File: src/rtl/isa_flag_port.sv
module isa_flag_port #(
  parameter int CLK_PS   = 5000,
  parameter int SETUP_NS = 30,
  parameter int STRB_NS  = 100,
  parameter int HOLD_NS  = 20,
  parameter int AW       = 8,
  parameter int DW       = 16,
  parameter logic [AW-1:0] WR_OFS = 8'h18,
  parameter logic [AW-1:0] RD_OFS = 8'h1A
) (
  input  logic          clk,
  input  logic          rst_n,
  input  logic          hst_req,
  input  logic          hst_we,
  input  logic          hst_wide,
  input  logic [AW-1:0] hst_addr,
  input  logic [DW-1:0] hst_wdata,
  output logic [DW-1:0] hst_rdata,
  output logic          hst_done,
  output logic          hst_err,
  output logic          hst_busy,
  input  logic          fn_flagwr,
  input  logic          fn_flagrd,
  output logic [AW-1:0] isa_sa,
  output logic          isa_sa_vld,
  output logic [DW-1:0] isa_sd_out,
  output logic          isa_sd_oe,
  input  logic [DW-1:0] isa_sd_in,
  output logic          isa_flagwr,
  output logic          isa_flagrd_n
);
  localparam int SETUP_CYC = (SETUP_NS * 1000 + CLK_PS - 1) / CLK_PS < 1 ? 1 : (SETUP_NS * 1000 + CLK_PS - 1) / CLK_PS;
  localparam int STRB_CYC  = (STRB_NS * 1000 + CLK_PS - 1) / CLK_PS < 1 ? 1 : (STRB_NS * 1000 + CLK_PS - 1) / CLK_PS;
  localparam int HOLD_CYC  = (HOLD_NS * 1000 + CLK_PS - 1) / CLK_PS < 1 ? 1 : (HOLD_NS * 1000 + CLK_PS - 1) / CLK_PS;
  localparam int MAXC = SETUP_CYC > STRB_CYC ? (SETUP_CYC > HOLD_CYC ? SETUP_CYC : HOLD_CYC)
                                             : (STRB_CYC > HOLD_CYC ? STRB_CYC : HOLD_CYC);
  localparam int CW = $clog2(MAXC + 1);
  localparam logic [AW-1:0] WIN_HI = RD_OFS + AW'(1);

  typedef enum logic [1:0] {PH_IDLE, PH_SETUP, PH_STRB, PH_HOLD} ph_t;

  ph_t           ph;
  logic [CW-1:0] cnt;
  logic          cyc_wr;
  logic [DW-1:0] wlatch;
  logic [AW-1:0] sa_q;

  wire in_win = hst_addr >= WR_OFS && hst_addr <= WIN_HI;
  wire last   = cnt == '0;

  assign hst_busy     = ph != PH_IDLE;
  assign isa_sa_vld   = hst_busy;
  assign isa_sa       = sa_q;
  assign isa_sd_oe    = hst_busy && cyc_wr;
  assign isa_sd_out   = wlatch;
  assign isa_flagwr   = ph == PH_STRB && cyc_wr && fn_flagwr;
  assign isa_flagrd_n = !(ph == PH_STRB && !cyc_wr && fn_flagrd);

  always_ff @(posedge clk) begin
    if (!rst_n) begin
      ph        <= PH_IDLE;
      cnt       <= '0;
      cyc_wr    <= 1'b0;
      wlatch    <= '0;
      sa_q      <= '0;
      hst_rdata <= '0;
      hst_done  <= 1'b0;
      hst_err   <= 1'b0;
    end else begin
      hst_done <= 1'b0;
      hst_err  <= 1'b0;
      case (ph)
        PH_IDLE: if (hst_req) begin
          if (hst_wide) begin
            if (in_win) hst_err <= 1'b1;
          end else if (hst_addr == WR_OFS) begin
            if (hst_we) begin
              wlatch <= hst_wdata;
              cyc_wr <= 1'b1;
              sa_q   <= WR_OFS;
              cnt    <= CW'(SETUP_CYC - 1);
              ph     <= PH_SETUP;
            end else begin
              hst_rdata <= wlatch;
              hst_done  <= 1'b1;
            end
          end else if (hst_addr == RD_OFS) begin
            if (hst_we) hst_done <= 1'b1;
            else begin
              cyc_wr <= 1'b0;
              sa_q   <= RD_OFS;
              cnt    <= CW'(SETUP_CYC - 1);
              ph     <= PH_SETUP;
            end
          end
        end
        PH_SETUP: if (last) begin
          cnt <= CW'(STRB_CYC - 1);
          ph  <= PH_STRB;
        end else cnt <= cnt - 1'b1;
        PH_STRB: if (last) begin
          if (!cyc_wr) hst_rdata <= isa_sd_in;
          cnt <= CW'(HOLD_CYC - 1);
          ph  <= PH_HOLD;
        end else cnt <= cnt - 1'b1;
        PH_HOLD: if (last) begin
          hst_done <= 1'b1;
          ph       <= PH_IDLE;
        end else cnt <= cnt - 1'b1;
        default: ph <= PH_IDLE;
      endcase
    end
  end

  AST_STROBE_EXCL: assert property (@(posedge clk) disable iff (!rst_n) !(isa_flagwr && !isa_flagrd_n));
  AST_WR_DRIVEN: assert property (@(posedge clk) disable iff (!rst_n) isa_flagwr |-> isa_sd_oe && isa_sa_vld);
  AST_SETUP_FIRST: assert property (@(posedge clk) disable iff (!rst_n) $rose(isa_flagwr) |-> $past(isa_sa_vld));
  AST_BUS_STABLE: assert property (@(posedge clk) disable iff (!rst_n)
    (isa_sa_vld && $past(isa_sa_vld)) |-> $stable(isa_sa) && $stable(isa_sd_out));
  AST_RD_NO_DRIVE: assert property (@(posedge clk) disable iff (!rst_n) !isa_flagrd_n |-> !isa_sd_oe);
  AST_ERR_NO_CYCLE: assert property (@(posedge clk) disable iff (!rst_n) hst_err |-> !isa_sa_vld && !hst_done);
  AST_DONE_IDLE: assert property (@(posedge clk) disable iff (!rst_n) hst_done |-> !hst_busy);
endmodule

File: config.mk
export PLATFORM = sky130hd
export DESIGN_NAME = isa_flag_port
export DESIGN_NICKNAME = d
export VERILOG_FILES = /design/src/rtl/isa_flag_port.sv
export SDC_FILE = /design/constraint.sdc
export NUM_CORES = 1
export LEC_CHECK = 0
export BUFFER_PORTS_ARGS = -buffer_cell sky130_fd_sc_hd__buf_2
export CELL_PAD_IN_SITES_DETAIL_PLACEMENT = 1
export CELL_PAD_IN_SITES_GLOBAL_PLACEMENT = 2
export CORE_UTILIZATION = 29
export DETAILED_ROUTE_END_ITERATION = 6
export GPL_ROUTABILITY_DRIVEN = 0
export PLACE_DENSITY_LB_ADDON = 0.1
export SETUP_SLACK_MARGIN = 0.5
export SLEW_MARGIN = 10
export SYNTH_ARGS = -nofsm -noshare
export SYNTH_HDL_FRONTEND = slang
export SYNTH_SLANG_ARGS = --single-unit
File: constraint.sdc
create_clock -name clk -period 6.3 [get_ports clk]
set_input_delay 0.315 -clock clk [delete_from_list [all_inputs] [get_ports clk]]
set_output_delay 0.315 -clock clk [all_outputs]
set_load 0.05 [all_outputs]
# Yosys cells after proc, flatten, opt, wreduce, memory -nomap -nowiden

Index checks and enable logic that the tools add are counted.

Input port bits: 47
Register bits after elaboration: 50
Logic and storage cells: 94

$add $sub $neg: 1
Reduce and logical (&&, ||, !) cells: 19
Equality and inequality tests: 19
Order comparisons: 2
Mux-type cells: 44
Bitwise operators: 1

Operators by type and width:

| kind                  | count |
|---|---|
| $mux W16              | 6 |
| $mux W5               | 9 |
| $mux W8               | 4 |
| $pmux W16 S2          | 1 |
| $ne A2 B2 Y1 const B  | 10 |
| $pmux W5 S4           | 1 |
| $mux W2               | 9 |
| $eq A8 B5 Y1 const B  | 2 |
| $mux W1               | 12 |
| $reduce_and A6 Y1     | 2 |
| $ne A3 B3 Y1 const B  | 3 |
| $ge A8 B5 Y1 const B  | 1 |
| $le A8 B5 Y1 const B  | 1 |
| $pmux W2 S4           | 1 |
| $reduce_and A8 Y1     | 1 |
| $reduce_and A7 Y1     | 1 |
| $logic_and A1 B1 Y1   | 6 |
| $reduce_bool A2 Y1    | 3 |
| $logic_not A5 Y1      | 1 |
| $reduce_and A5 Y1     | 1 |
| $sub A5 B1 Y5 const B | 1 |
| $eq A2 B2 Y1 const B  | 2 |
| $reduce_and A4 Y1     | 1 |
| $eq A2 B1 Y1 const B  | 1 |
| 5 further kinds       | 6 |

# Longest topological paths before layout

Depth after elaboration: 6
Depth in mapped cells: 9
Depth with buffers taken out: 8

# Worst setup path after synthesis

No wires, ideal clock.

Path type: input-to-reg
Start: input hst_addr[2]
End: register ph[1]
Stages on the path: 8
Slack: 3,053 ps
Data arrival time: 3,176 ps
Buffers on the path: 1
Path through: or4b_1 > buf_2 > or3_2 > ha_1 > or4b_2 > o31a_2 > or3b_2 > a21oi_1

Word-level cells in the longest chain between the ends: 5

Ends and longest elaborated chain:

| element              | RTL line | text |
|---|---|---|
| start, declared      | 16       | `input logic [AW-1:0] hst_addr,` |
| $eq A8 B5 Y1         | 76       | `end else if (hst_addr == WR_OFS) begin` |
| $mux W2              | 76       |  |
| $mux W2              | 74       | `if (hst_wide) begin` |
| $mux W2              | 73       | `PH_IDLE: if (hst_req) begin` |
| $pmux W2 S4          | 72       | `case (ph)` |
| end signal, assigned | 82       | `ph <= PH_SETUP;` |
| end signal, assigned | 93       | `ph <= PH_SETUP;` |
| end signal, assigned | 99       | `ph <= PH_STRB;` |
| end, declared        | 42       | `ph_t ph;` |

Several ways; a longest one is shown, not always the timed one. The select of a mux whose other input is x is not followed.
A chain may end at the register's enable or synchronous reset.

# Worst setup path after layout

Same ends and word-level chain as after synthesis.

==> results by group <==
Outcome
  • Status: complete, no violations

STA
  • Worst Hold Margin: roughly 0.18 ns
  • Post-route worst setup slack: ~3.1 ns
  • Setup TNS: 0 ns
  • Max_slew headroom: between 40 and 50%
  • Final hold vios: 0
  • Worst-Margin Slew: 0.868 ns
  • RSZ-0062 raised after global routing: no
  • Max Freq: 316 MHz
  • Worst-case clock skew: 0.0125 ns
  • Final Slew Violations: 0
  • Count of final setup violators: 0
  • Fin crit period: 3.17 ns
  • Tcrit/Tclk final: 50.3%

Synth
  • Ys flop type: dfxtp_1
  • Seq/Total Area, Yosys: about two fifths
  • Mean Syn Cell Area: 9.14 um^2
  • Synth cell types: 47
  • Asr flop ratio synth: 0%
  • Synthesized cell area: 2290 um^2
  • Top cells by count, synth: dfxtp_1 (44), nand2_1 (39), mux2i_1 (32)
  • Synth top area cells: dfxtp_1 (38%), mux2i_1 (14%), nand2_1 (6.4%)
  • Top cell type's share of synthesized area: 38.4%
  • Post-synth EDFFs: 0
  • Cell count after synthesis: 251
  • Cell taking the most area after synthesis: dfxtp_1
  • Most frequent cell after synthesis: dfxtp_1
  • Synth Register Bits: between 40 and 50
  • Yosys Warn Count: 0

Drt
  • DRT Pass-1 Iters: 4
  • Vias per inst: 4.83
  • Avg WL per Cell: 15.2 um
  • DRC: 0
  • Total Wirelength: 6550 um
  • Routed Antenna Nets: 0
  • Vias: between 2k and 2.5k
  • DR iter-0 viols: 55

CTS
  • Root buf cell: clkbuf_8
  • Number of buffers inserted by hold repair at cts: 0
  • Setup Buffers After CTS: 0
  • CTS tree: done
  • CTS clk-pin slew, worst paths: ~0.090 ns
  • Resized Gates After CTS: 0
  • Worst skew pair latency: 0.30 ns
  • Clock Tree Buf Depth: 2
  • CTS Sinks: 44
  • H-tree depth: 2
  • CTS Buf Count: 5

Placed design
  • Pre-CTS WS: 2.81 ns
  • Post-DP HPWL: 4530 um
  • IO Port Bufs: 88

Floorplanning
  • Rows: 32
  • Core ar.: 7690 um^2
  • Starting Density: 29.8%
  • Chip Width: 90.9 um
  • Die Ht: 90.9 um
  • # IOs: 94
  • Die footprint: 8270 um^2

Hold path
  • Hold crit path type: input pin to flip-flop

Setup path
  • Max Fanout on Critical Path: 7
  • Worst EP arrival: 3.39 ns
  • Max incr delay on CP: about 0.66 ns
  • Startpoint Class: input pin
  • Kind of critical path: input pin to flip-flop
  • Crit-path cells: buf_2 > or4b_1 > or3_2 > ha_1 > or4b_2 > o31a_2 > or3b_2 > a21oi_1
  • CP endpoint kind: flip-flop
  • WP data required: 6.53 ns
  • Slowest stage cell, crit path: or4b_1

Finish
  • Share of cells above drive strength 1: 33.6%
  • N_diodes: 0
  • Fin nets: approximately 380
  • Area grow syn2layout: 24.7%

Global route
  • Antenna violations before repair: 0
  • Tot GR Track Use: 16.1%
  • Largest net degree at the start of global routing: 42
  • Grt ovf: 0
  • Vias in the first global route: 2089
  • First-pass GRT wire length: around 11000 um

Power and ir drop
  • Max VDD drop: 90.3 uV
  • Leak pwr: 1.25 nW
  • PwrDens: 223 nW/um^2

Job
  • Maxcap violations: 0
==> worst paths after layout <==
check	startpoint	end	slack [ns]	cells after the start
max	hst_addr[2]	ph[1]	3.13	8
min	hst_addr[5]	hst_err	0.18	2
max reg2reg	ph[0]	hst_rdata[11]	3.27	6
min reg2reg	isa_sd_out[3]	isa_sd_out[3]	0.47	2
==> worst max-delay path: cells and delay by family <==
| family | cells | cell delay, ns |
|---|---|---|
| AND/OR/NAND/NOR | 4 | 2.28 |
| AO/OA/AOI/OAI | 2 | 0.48 |
| adder cells (fa/ha/maj) | 1 | 0.22 |
| buffers and inverters | 1 | 0.09 |
==> flip-flops by register name (all words and copies together), names as in the netlist <==
signal	cells
hst_rdata	16
isa_sd_out	16
cnt	5
isa_sa	2
ph	2
cyc_wr	1
hst_done	1
hst_err	1
==> report_power, final <==
part           internal [mW]  total, mW  switching [mW]  leakage, nW
registers              0.287      0.293         0.00565        0.355
clock network          0.120      0.225           0.105       0.0548
logic                 0.0363      0.121          0.0848        0.842
==> per-layer routing <==
layer,vias up,track usage [%],wire length (um)
met3,5,3.52,351
met5,-,0,0
met1,992,21.2,3130
li1,1032,-,-
met2,56,26.1,3010
met4,0,4.76,62
==> cell families after synthesis <==
family                   Yosys count  synth area share, %
other                              1                0.164
buffers and inverters             35                 9.22
AO/OA/AOI/OAI                     60                 18.5
multiplexers                      32                 14.0
flip-flops                        44                 38.4
adder cells (fa/ha/maj)            8                 4.36
AND/OR/NAND/NOR                   71                 15.4
==> cell type report <==
cell class / count / area [um^2]
sequential: 44 / 881
clock buffer: 5 / 68.8
fill: 972 / 4830
multi-input combinational: 176 / 1230
inverter: 11 / 41.3
timing repair buffer: 91 / 463
clock inverter: 3 / 46.3
tap: 102 / 128
==> cells in the final DEF (no fill, tap or decap), types with 2 or more instances in the layout <==
master    synthesis  layout
buf_4             8       3
nor2b_1           2       2
conb_1            1       5
a21oi_1          22      22
nor2_1            6       6
nor4_1            2       2
nand3_1           2       2
o21ai_0           7       7
ha_1              8       8
or4b_2            2       2
dfxtp_1          44      44
buf_2             2      88
o211a_1           2       2
a211oi_1         15      15
nor3_1            5       5
nand2_1          39      39
a211oi_2          2       2
mux2i_1          32      32
or3b_2            2       2
clkbuf_8          0       5
inv_1            11      11
==> per-stage QoR <==
stage / cell area [um^2] / utilization [%] / cells / power (mW)
after detailed placement: 2740 / 35.7 / 424 / 0.422
after CTS: 2860 / 37.2 / 432 / 0.653
after global routing: 2860 / 37.2 / 432 / 0.673
after floorplan: 2310 / - / 255 / 0.390
final: 2860 / 37.2 / 432 / 0.639
after global placement: 2740 / 35.7 / 424 / 0.420
Note: power is estimated with default switching activity, not from simulation.
